$ cat src/rtl/ext_irq_pkg.sv
package ext_irq_pkg;
  localparam logic [15:0] TOD_CODE = 16'h1004;
  localparam logic [15:0] CPU_TMR_CODE = 16'h1005;

  typedef struct packed {
    logic [15:0] code;
    logic [31:0] param;
    logic [63:0] param64;
  } xevt_t;

  typedef struct packed {
    logic popEvt;
    logic pushEvt;
    logic takeTod;
    logic takeCpu;
  } xstrobe_t;
endpackage

$ cat src/rtl/ext_irq_ctrl.sv
module ext_irq_ctrl
  import ext_irq_pkg::*;
(
  input  logic     clk,
  input  logic     rst_n,
  input  logic     extEnable,
  input  logic     excBusy,
  input  logic     todStrobe,
  input  logic     cpuTmrStrobe,
  input  logic     pushValid,
  input  logic     stackFull,
  input  logic     stackOne,
  output xstrobe_t strobes,
  output logic     irqReq,
  output logic     errFlag
);
  logic extPend, todPend, cpuPend;
  logic gateOpen;

  assign gateOpen = extEnable && !excBusy;

  always_comb begin
    strobes.pushEvt = pushValid && !stackFull;
    strobes.popEvt  = gateOpen && extPend;
    strobes.takeTod = gateOpen && !extPend && todPend;
    strobes.takeCpu = gateOpen && !extPend && !todPend && cpuPend;
  end

  always_ff @(posedge clk or negedge rst_n) begin
    if (!rst_n) begin
      extPend <= 1'b0;
      todPend <= 1'b0;
      cpuPend <= 1'b0;
      errFlag <= 1'b0;
    end else begin
      // a new strobe in the same cycle as a take keeps the bit set
      todPend <= todStrobe || (todPend && !strobes.takeTod);
      cpuPend <= cpuTmrStrobe || (cpuPend && !strobes.takeCpu);
      if (strobes.pushEvt) extPend <= 1'b1;
      else if (strobes.popEvt && stackOne) extPend <= 1'b0;
      if (pushValid && stackFull) errFlag <= 1'b1;
    end
  end

  assign irqReq = extPend || todPend || cpuPend;
endmodule

$ cat src/rtl/ext_irq_stack.sv
module ext_irq_stack
  import ext_irq_pkg::*;
#(
  parameter int DEPTH = 16
) (
  input  logic        clk,
  input  logic        rst_n,
  input  xstrobe_t    strobes,
  input  xevt_t       pushEvt,
  output logic        stackFull,
  output logic        stackOne,
  output logic        takePulse,
  output logic [15:0] takeCode,
  output logic [31:0] takeParam,
  output logic [63:0] takeParam64
);
  localparam int AW = (DEPTH > 1) ? $clog2(DEPTH) : 1;
  localparam int PW = AW + 1;

  xevt_t       slots [DEPTH];
  logic [PW-1:0] topPtr;   // two's complement, all ones = empty
  logic [AW-1:0] rdIdx, wrIdx;
  xevt_t       topEvt;

  assign rdIdx     = topPtr[AW-1:0];
  assign wrIdx     = strobes.popEvt ? rdIdx : AW'(rdIdx + 1'b1);
  assign topEvt    = slots[rdIdx];
  assign stackFull = (topPtr == PW'(DEPTH - 1));
  assign stackOne  = (topPtr == '0);

  always_ff @(posedge clk) begin
    if (strobes.pushEvt) slots[wrIdx] <= pushEvt;
  end

  always_ff @(posedge clk or negedge rst_n) begin
    if (!rst_n) begin
      topPtr      <= '1;
      takePulse   <= 1'b0;
      takeCode    <= '0;
      takeParam   <= '0;
      takeParam64 <= '0;
    end else begin
      case ({strobes.pushEvt, strobes.popEvt})
        2'b10:   topPtr <= topPtr + 1'b1;
        2'b01:   topPtr <= topPtr - 1'b1;
        default: topPtr <= topPtr;
      endcase
      takePulse <= strobes.popEvt || strobes.takeTod || strobes.takeCpu;
      if (strobes.popEvt) begin
        takeCode    <= topEvt.code;
        takeParam   <= topEvt.param;
        takeParam64 <= topEvt.param64;
      end else if (strobes.takeTod || strobes.takeCpu) begin
        takeCode    <= strobes.takeTod ? TOD_CODE : CPU_TMR_CODE;
        takeParam   <= '0;
        takeParam64 <= '0;
      end
    end
  end
endmodule

$ cat src/rtl/ext_irq_select.sv
module ext_irq_select
  import ext_irq_pkg::*;
#(
  parameter int DEPTH = 16
) (
  input  logic        clk,
  input  logic        rst_n,
  input  logic        extEnable,
  input  logic        excBusy,
  input  logic        todStrobe,
  input  logic        cpuTmrStrobe,
  input  logic        pushValid,
  input  logic [15:0] pushCode,
  input  logic [31:0] pushParam,
  input  logic [63:0] pushParam64,
  output logic        takePulse,
  output logic [15:0] takeCode,
  output logic [31:0] takeParam,
  output logic [63:0] takeParam64,
  output logic        irqReq,
  output logic        errFlag
);
  xstrobe_t strobes;
  logic     stackFull, stackOne;
  xevt_t    pushEvt;

  assign pushEvt = '{code: pushCode, param: pushParam, param64: pushParam64};

  ext_irq_ctrl u_ctrl (
    .clk(clk), .rst_n(rst_n), .extEnable(extEnable), .excBusy(excBusy),
    .todStrobe(todStrobe), .cpuTmrStrobe(cpuTmrStrobe), .pushValid(pushValid),
    .stackFull(stackFull), .stackOne(stackOne), .strobes(strobes),
    .irqReq(irqReq), .errFlag(errFlag)
  );

  ext_irq_stack #(.DEPTH(DEPTH)) u_stack (
    .clk(clk), .rst_n(rst_n), .strobes(strobes), .pushEvt(pushEvt),
    .stackFull(stackFull), .stackOne(stackOne), .takePulse(takePulse),
    .takeCode(takeCode), .takeParam(takeParam), .takeParam64(takeParam64)
  );
endmodule

$ cat config.mk
export PLATFORM = sky130hd
export DESIGN_NAME = ext_irq_select
export DESIGN_NICKNAME = d
export VERILOG_FILES = /design/src/rtl/ext_irq_pkg.sv /design/src/rtl/ext_irq_ctrl.sv /design/src/rtl/ext_irq_stack.sv /design/src/rtl/ext_irq_select.sv
export SDC_FILE = /design/constraint.sdc
export NUM_CORES = 1
export LEC_CHECK = 0
export ABC_CLOCK_PERIOD_IN_PS = 7200
export BUFFER_PORTS_ARGS = -buffer_cell sky130_fd_sc_hd__buf_2
export CORE_MARGIN = 3
export CORE_UTILIZATION = 52
export DETAILED_ROUTE_END_ITERATION = 8
export PLACE_DENSITY_LB_ADDON = 0.15
export SYNTH_ARGS = -nofsm -noshare
export SYNTH_HDL_FRONTEND = slang
export SYNTH_SLANG_ARGS = --single-unit
$ cat constraint.sdc
create_clock -name clk -period 7.2 [get_ports clk]
set_input_delay 1.08 -clock clk [delete_from_list [all_inputs] [get_ports clk]]
set_output_delay 1.08 -clock clk [all_outputs]
set_load 0.05 [all_outputs]
; ---- Yosys cells after proc, flatten, opt, wreduce, memory -nomap -nowiden
; Memories as Yosys holds them, arrays and structs flattened.
; Cells that the tools add are included.
[word_totals]
inputBits = 119
ramBits = 1792
mem_count = 1
wordCells = 57
regBits = 122
output_inout_bits = 115
[op_classes]
reduce_logical = 28
n_mux = 13
n_addsub = 3
n_eq_ne = 3
[memory_table]
columns = memory, words, word_bits, rd, rd_ports_with_merged_regs, wr, line_no
row1 = u_stack.slots, 16, 112, 1, 0, 1, ext_irq_stack.sv:20  ; xevt_t slots [DEPTH];
[ops]
columns = op, n
row1 = $mux 64, 2
row2 = $mux 32, 2
row3 = $mux 16, 2
row4 = $logic_and 1x1->1, 11
row5 = $pmux 5 s2, 1
row6 = $logic_or 1x1->1, 7
row7 = $logic_not 1->1, 6
row8 = $reduce_bool 2->1, 3
row9 = $add 5x1->5 const B, 1
row10 = $eq 5x4->1 const B, 1
row11 = $logic_not 5->1, 1
row12 = $mux 1, 5
row13 = $sub 5x1->5 const B, 1
row14 = $add 4x1->4 const B, 1
row15 = $mux 4, 1
row16 = $eq 2x1->1 const B, 1
row17 = $eq 2x2->1 const B, 1

; ---- Longest topological paths before layout
[depth]
word_depth = 8
mapped_depth = 13
ltp_nobuf = 11

; ---- Hierarchy
; A second synthesis with hierarchy kept.
[unflattened]
hier_cells = 3449
area_unflattened_um2 = 72582.1
[by_module_without_submodules]
columns = mod, instances, cells_per_inst, seq_area_each_um2, area_each_um2
row1 = ext_irq_stack, 1, 3431, 56770.7, 72379.4
row2 = ext_irq_ctrl, 1, 18, 100.1, 202.7

; ---- Worst setup path after synthesis
; OpenSTA, ideal clock, no wires.
[synth_timing]
path_type = input to register
start = input port excBusy
end = memory u_stack.slots[2][0] (netlist bit), enable pin
setup_ns = 0.584
path_slack_ns = -0.046
arrival_time_ns = 6.662
path_buffers = 1
t_required_ns = 6.616
cell_stages = 6
cell_sequence = nand3b_1 -> inv_1 -> clkbuf_1 -> nand3_1 -> a21o_1 -> nor2_1
[synth_via]
elab_chain_len = 4
[synth_lines]
columns = element, line_no
row1 = from (decl), ext_irq_select.sv:9  ; input logic excBusy,
row2 = $logic_not 1->1, ext_irq_ctrl.sv:20  ; assign gateOpen = extEnable && !excBusy;
row3 = $logic_and 1x1->1, ext_irq_ctrl.sv:20
row4 = $logic_and 1x1->1, ext_irq_ctrl.sv:24  ; strobes.popEvt = gateOpen && extPend;
row5 = $mux 4, ext_irq_stack.sv:26  ; assign wrIdx = strobes.popEvt ? rdIdx : AW'(rdIdx + 1'b1);
row6 = to (decl), ext_irq_stack.sv:20
; Every way passes these cells.

; ---- Final worst setup path
[layout_timing]
start = register u_stack.topPtr[0]
end = memory u_stack.slots[0][76] (netlist bit), enable pin
[layout_via]
elab_chain_len = 5
word_cells_on_any_way = 7
classes_between = add/sub: 1 / eq/ne: 1 / mux: 3 / reduce/logical: 2
[layout_lines]
columns = element, line_no
row1 = from (decl), ext_irq_stack.sv:21  ; logic [PW-1:0] topPtr;
row2 = from (signal assigned), ext_irq_stack.sv:44  ; 2'b10: topPtr <= topPtr + 1'b1;
row3 = from (signal assigned), ext_irq_stack.sv:45  ; 2'b01: topPtr <= topPtr - 1'b1;
row4 = from (signal assigned), ext_irq_stack.sv:46  ; default: topPtr <= topPtr;
row5 = $eq 5x4->1, ext_irq_stack.sv:28  ; assign stackFull = (topPtr == PW'(DEPTH - 1));
row6 = $logic_not 1->1, ext_irq_ctrl.sv:23  ; strobes.pushEvt = pushValid && !stackFull;
row7 = $logic_and 1x1->1, ext_irq_ctrl.sv:23
row8 = $mux 1, ext_irq_stack.sv:32  ; if (strobes.pushEvt) slots[wrIdx] <= pushEvt;
row9 = $mux 1 (not written as such), ext_irq_stack.sv:32
; Parallel ways exist; a longest one is shown, timed or not.

==> impl_metrics.yaml <==
grt:
  grt_pass1_wl_mm: 242
  track_usage: 0.235
  grt_overflow: 0
  antenna_found_initial: 35
  grt_pass1_vias: 35400
  grt_max_degree: 168
detailed_routing:
  wirelength_mm: 164
  ant_nets: 0
  drc: 0
  drt-pass1-iter-count: 6
  via_count: 33200
  vias_per_cell: 6.19
  wire_per_inst_um: 30.5
  drt_iter0_markers: 3148
timing:
  setup_viol: 0
  slew_headroom: 0.170
  fin_setup_tns_ns: 0
  tightest_slew_ns: 1.23
  post-route-period-util: 0.640
  rsz0062_at_grt: "no"
  fmax_mhz: 217
  setup_slack_ns: 2.59
  skew_ns: 0.0244
  post-route-min-period_ns: 4.61
  slew_viol_final: 0
  hold_viol: 0
floorplanning:
  die_x_um: 377
  coreArea_mm2: 0.136
  start_util: 0.527
  chipHeight_um: 377
  dieArea_mm2: 0.142
  io_pins: 234
  fp-row-count: 135
critical_path:
  crit_type: "reg2reg"
  required_ns: 7.61
  arrival_ns: 5.02
  start_kind: "register"
  cp-end-kind: "register"
  reg2reg_depth: 6
  crit_fanout: 93
synth:
  synth_seq_cells: 1914
  synth_edf_count: 1792
  postSynthCellCount: 3080
  synth_cell_types: 44
  postSynthNetCount: 3204
  synth_flop_cell: "edfxtp_1"
  async_flop_share: 0.0637
  syn_avg_cell_area_um2: 23.3
  ys_seq_area_frac: 0.793
  synth_warnings: 0
  syn_area_mm2: 0.0717
place:
  place_congestion: 0.771
  port-buffer-count: 233
  detailed_place_hpwl_mm: 82.8
  placed_cell_area_mm2: 0.0751
  pre_cts_slack_ns: 2.41
final_layout:
  fin_area_mm2: 0.0814
  most-common-layout-cells: "edfxtp_1 (1792), mux4_2 (449), buf_2 (232)"
  syn_to_final_growth_pct: 13.5
  final_util: 0.598
  final_common_cell: "edfxtp_1"
  num-nets-final: 3526
  drive_gt1_frac: 0.294
clock_network:
  root_buffer: "clkbuf_16"
  clock_sinks: 1914
  cts-buffers-inserted: 190
  tritoncts: "yes"
  hold_buffers: 0
  post_cts_buffers: 0
  post_cts_resized: 0
  cts_buffer_depth: 3
  insertion_delay_ns: 0.80
  path_clk_slew_ns: 0.06
  cts_max_level: 4
power:
  p_per_area_mw_per_mm2: 406
  peakVddDrop_uv: 385
  total_power_mw: 33.1
  p_leak_nw: 26.4
hold_path:
  hold_path.class: "in2async"
outcome:
  outcome: "finished, final reports clean"
flow_run:
  drv_cap: 0
worst paths after layout:
check | startpoint | end | slack [ns]
max | u_stack.topPtr[0] | u_stack.slots[0][76] | 2.59
min | rst_n | u_stack.takeParam64[10] | 0.37
max reg2reg | u_stack.topPtr[0] | u_stack.slots[0][76] | 2.59
min reg2reg | u_ctrl.errFlag | u_ctrl.errFlag | 0.49
max in group asynchronous | rst_n | u_stack.takeParam64[60] | 5.55
min in group clk | u_ctrl.errFlag | u_ctrl.errFlag | 0.49
area by class of cell:
cell class / count / area (um2)
Antenna cell: 11 / 27.5
Multi-Input combinational cell: 987 / 14100
Tap cell: 1781 / 2230
Sequential cell: 1914 / 56900
Timing Repair Buffer: 300 / 1880
Inverter: 9 / 33.8
Fill cell: 9513 / 54800
Clock buffer: 264 / 5320
Clock inverter: 93 / 955
state kept, by name (all words and copies together), names as in the netlist:
| name | flops |
|---|---|
| u_ctrl.cpuPend | 1 |
| u_ctrl.errFlag | 1 |
| u_ctrl.extPend | 1 |
| u_ctrl.todPend | 1 |
| u_stack.slots | 1792 |
| u_stack.takeCode | 16 |
| u_stack.takeParam | 32 |
| u_stack.takeParam64 | 64 |
| u_stack.takePulse | 1 |
| u_stack.topPtr | 5 |
critical path, cell delays in order, from the launching register on:
cell and delay [ns]:
dfstp_4 1.06, inv_1 0.42, ha_1 0.45, nor3_1 0.21
o21ai_0 0.46, nor2_4 0.81, buf_12 0.64
synth_stat cells, drive strengths merged (5+ instances only):
cell type | instances | area share
ha | 5 | 0.00087
nor2 | 20 | 0.0011
a21oi | 9 | 0.00063
mux4 | 449 | 0.14
nor3 | 7 | 0.00049
buf | 129 | 0.010
a22oi | 109 | 0.011
clkbuf | 41 | 0.0021
inv | 9 | 0.00047
edfxtp | 1792 | 0.75
o21ai | 7 | 0.00049
dfstp | 5 | 0.0018
dfrtp | 117 | 0.041
nand2b | 6 | 0.00052
mux2i | 111 | 0.015
o211ai | 109 | 0.011
xor2 | 6 | 0.00073
nand2 | 113 | 0.0059
layer usage:
layer,share of wire,track usage,up-vias
met4,0.021,0.0596,20
li1,-,-,13800
met3,0.062,0.0408,266
met5,0.00076,0,-
met1,0.40,0.317,18000
met2,0.52,0.401,1115
per-stage QoR:
step                      hold WS, ns  cells
final                           0.367   5359
after global routing            0.365   5349
after CTS                       0.354   5348
after detailed placement        0.482   4991
after global placement          0.474   4991
after floorplan                 0.471   3080
power by group:
part | switching (mW) | leakage, nW | internal (mW)
clock | 4.07 | 3.06 | 5.73
sequential | 0.766 | 17.7 | 13.9
combinational | 5.10 | 5.68 | 3.49
cell families (layout without fill, tap and decap cells):
group | count (synthesis) | in the layout | synth area share
AOI/OAI and AO/OA | 250 | 250 | 0.0257
xor gates and xnor gates | 8 | 8 | 0.000977
and+or+nand+nor | 161 | 161 | 0.00951
other | 0 | 11 | 0
adders and majority gates | 5 | 5 | 0.000872
buffers and inverters | 179 | 666 | 0.0131
DFF | 1914 | 1914 | 0.793
muxes | 563 | 563 | 0.157
No activity file was read; power rests on OpenSTA's default activity.
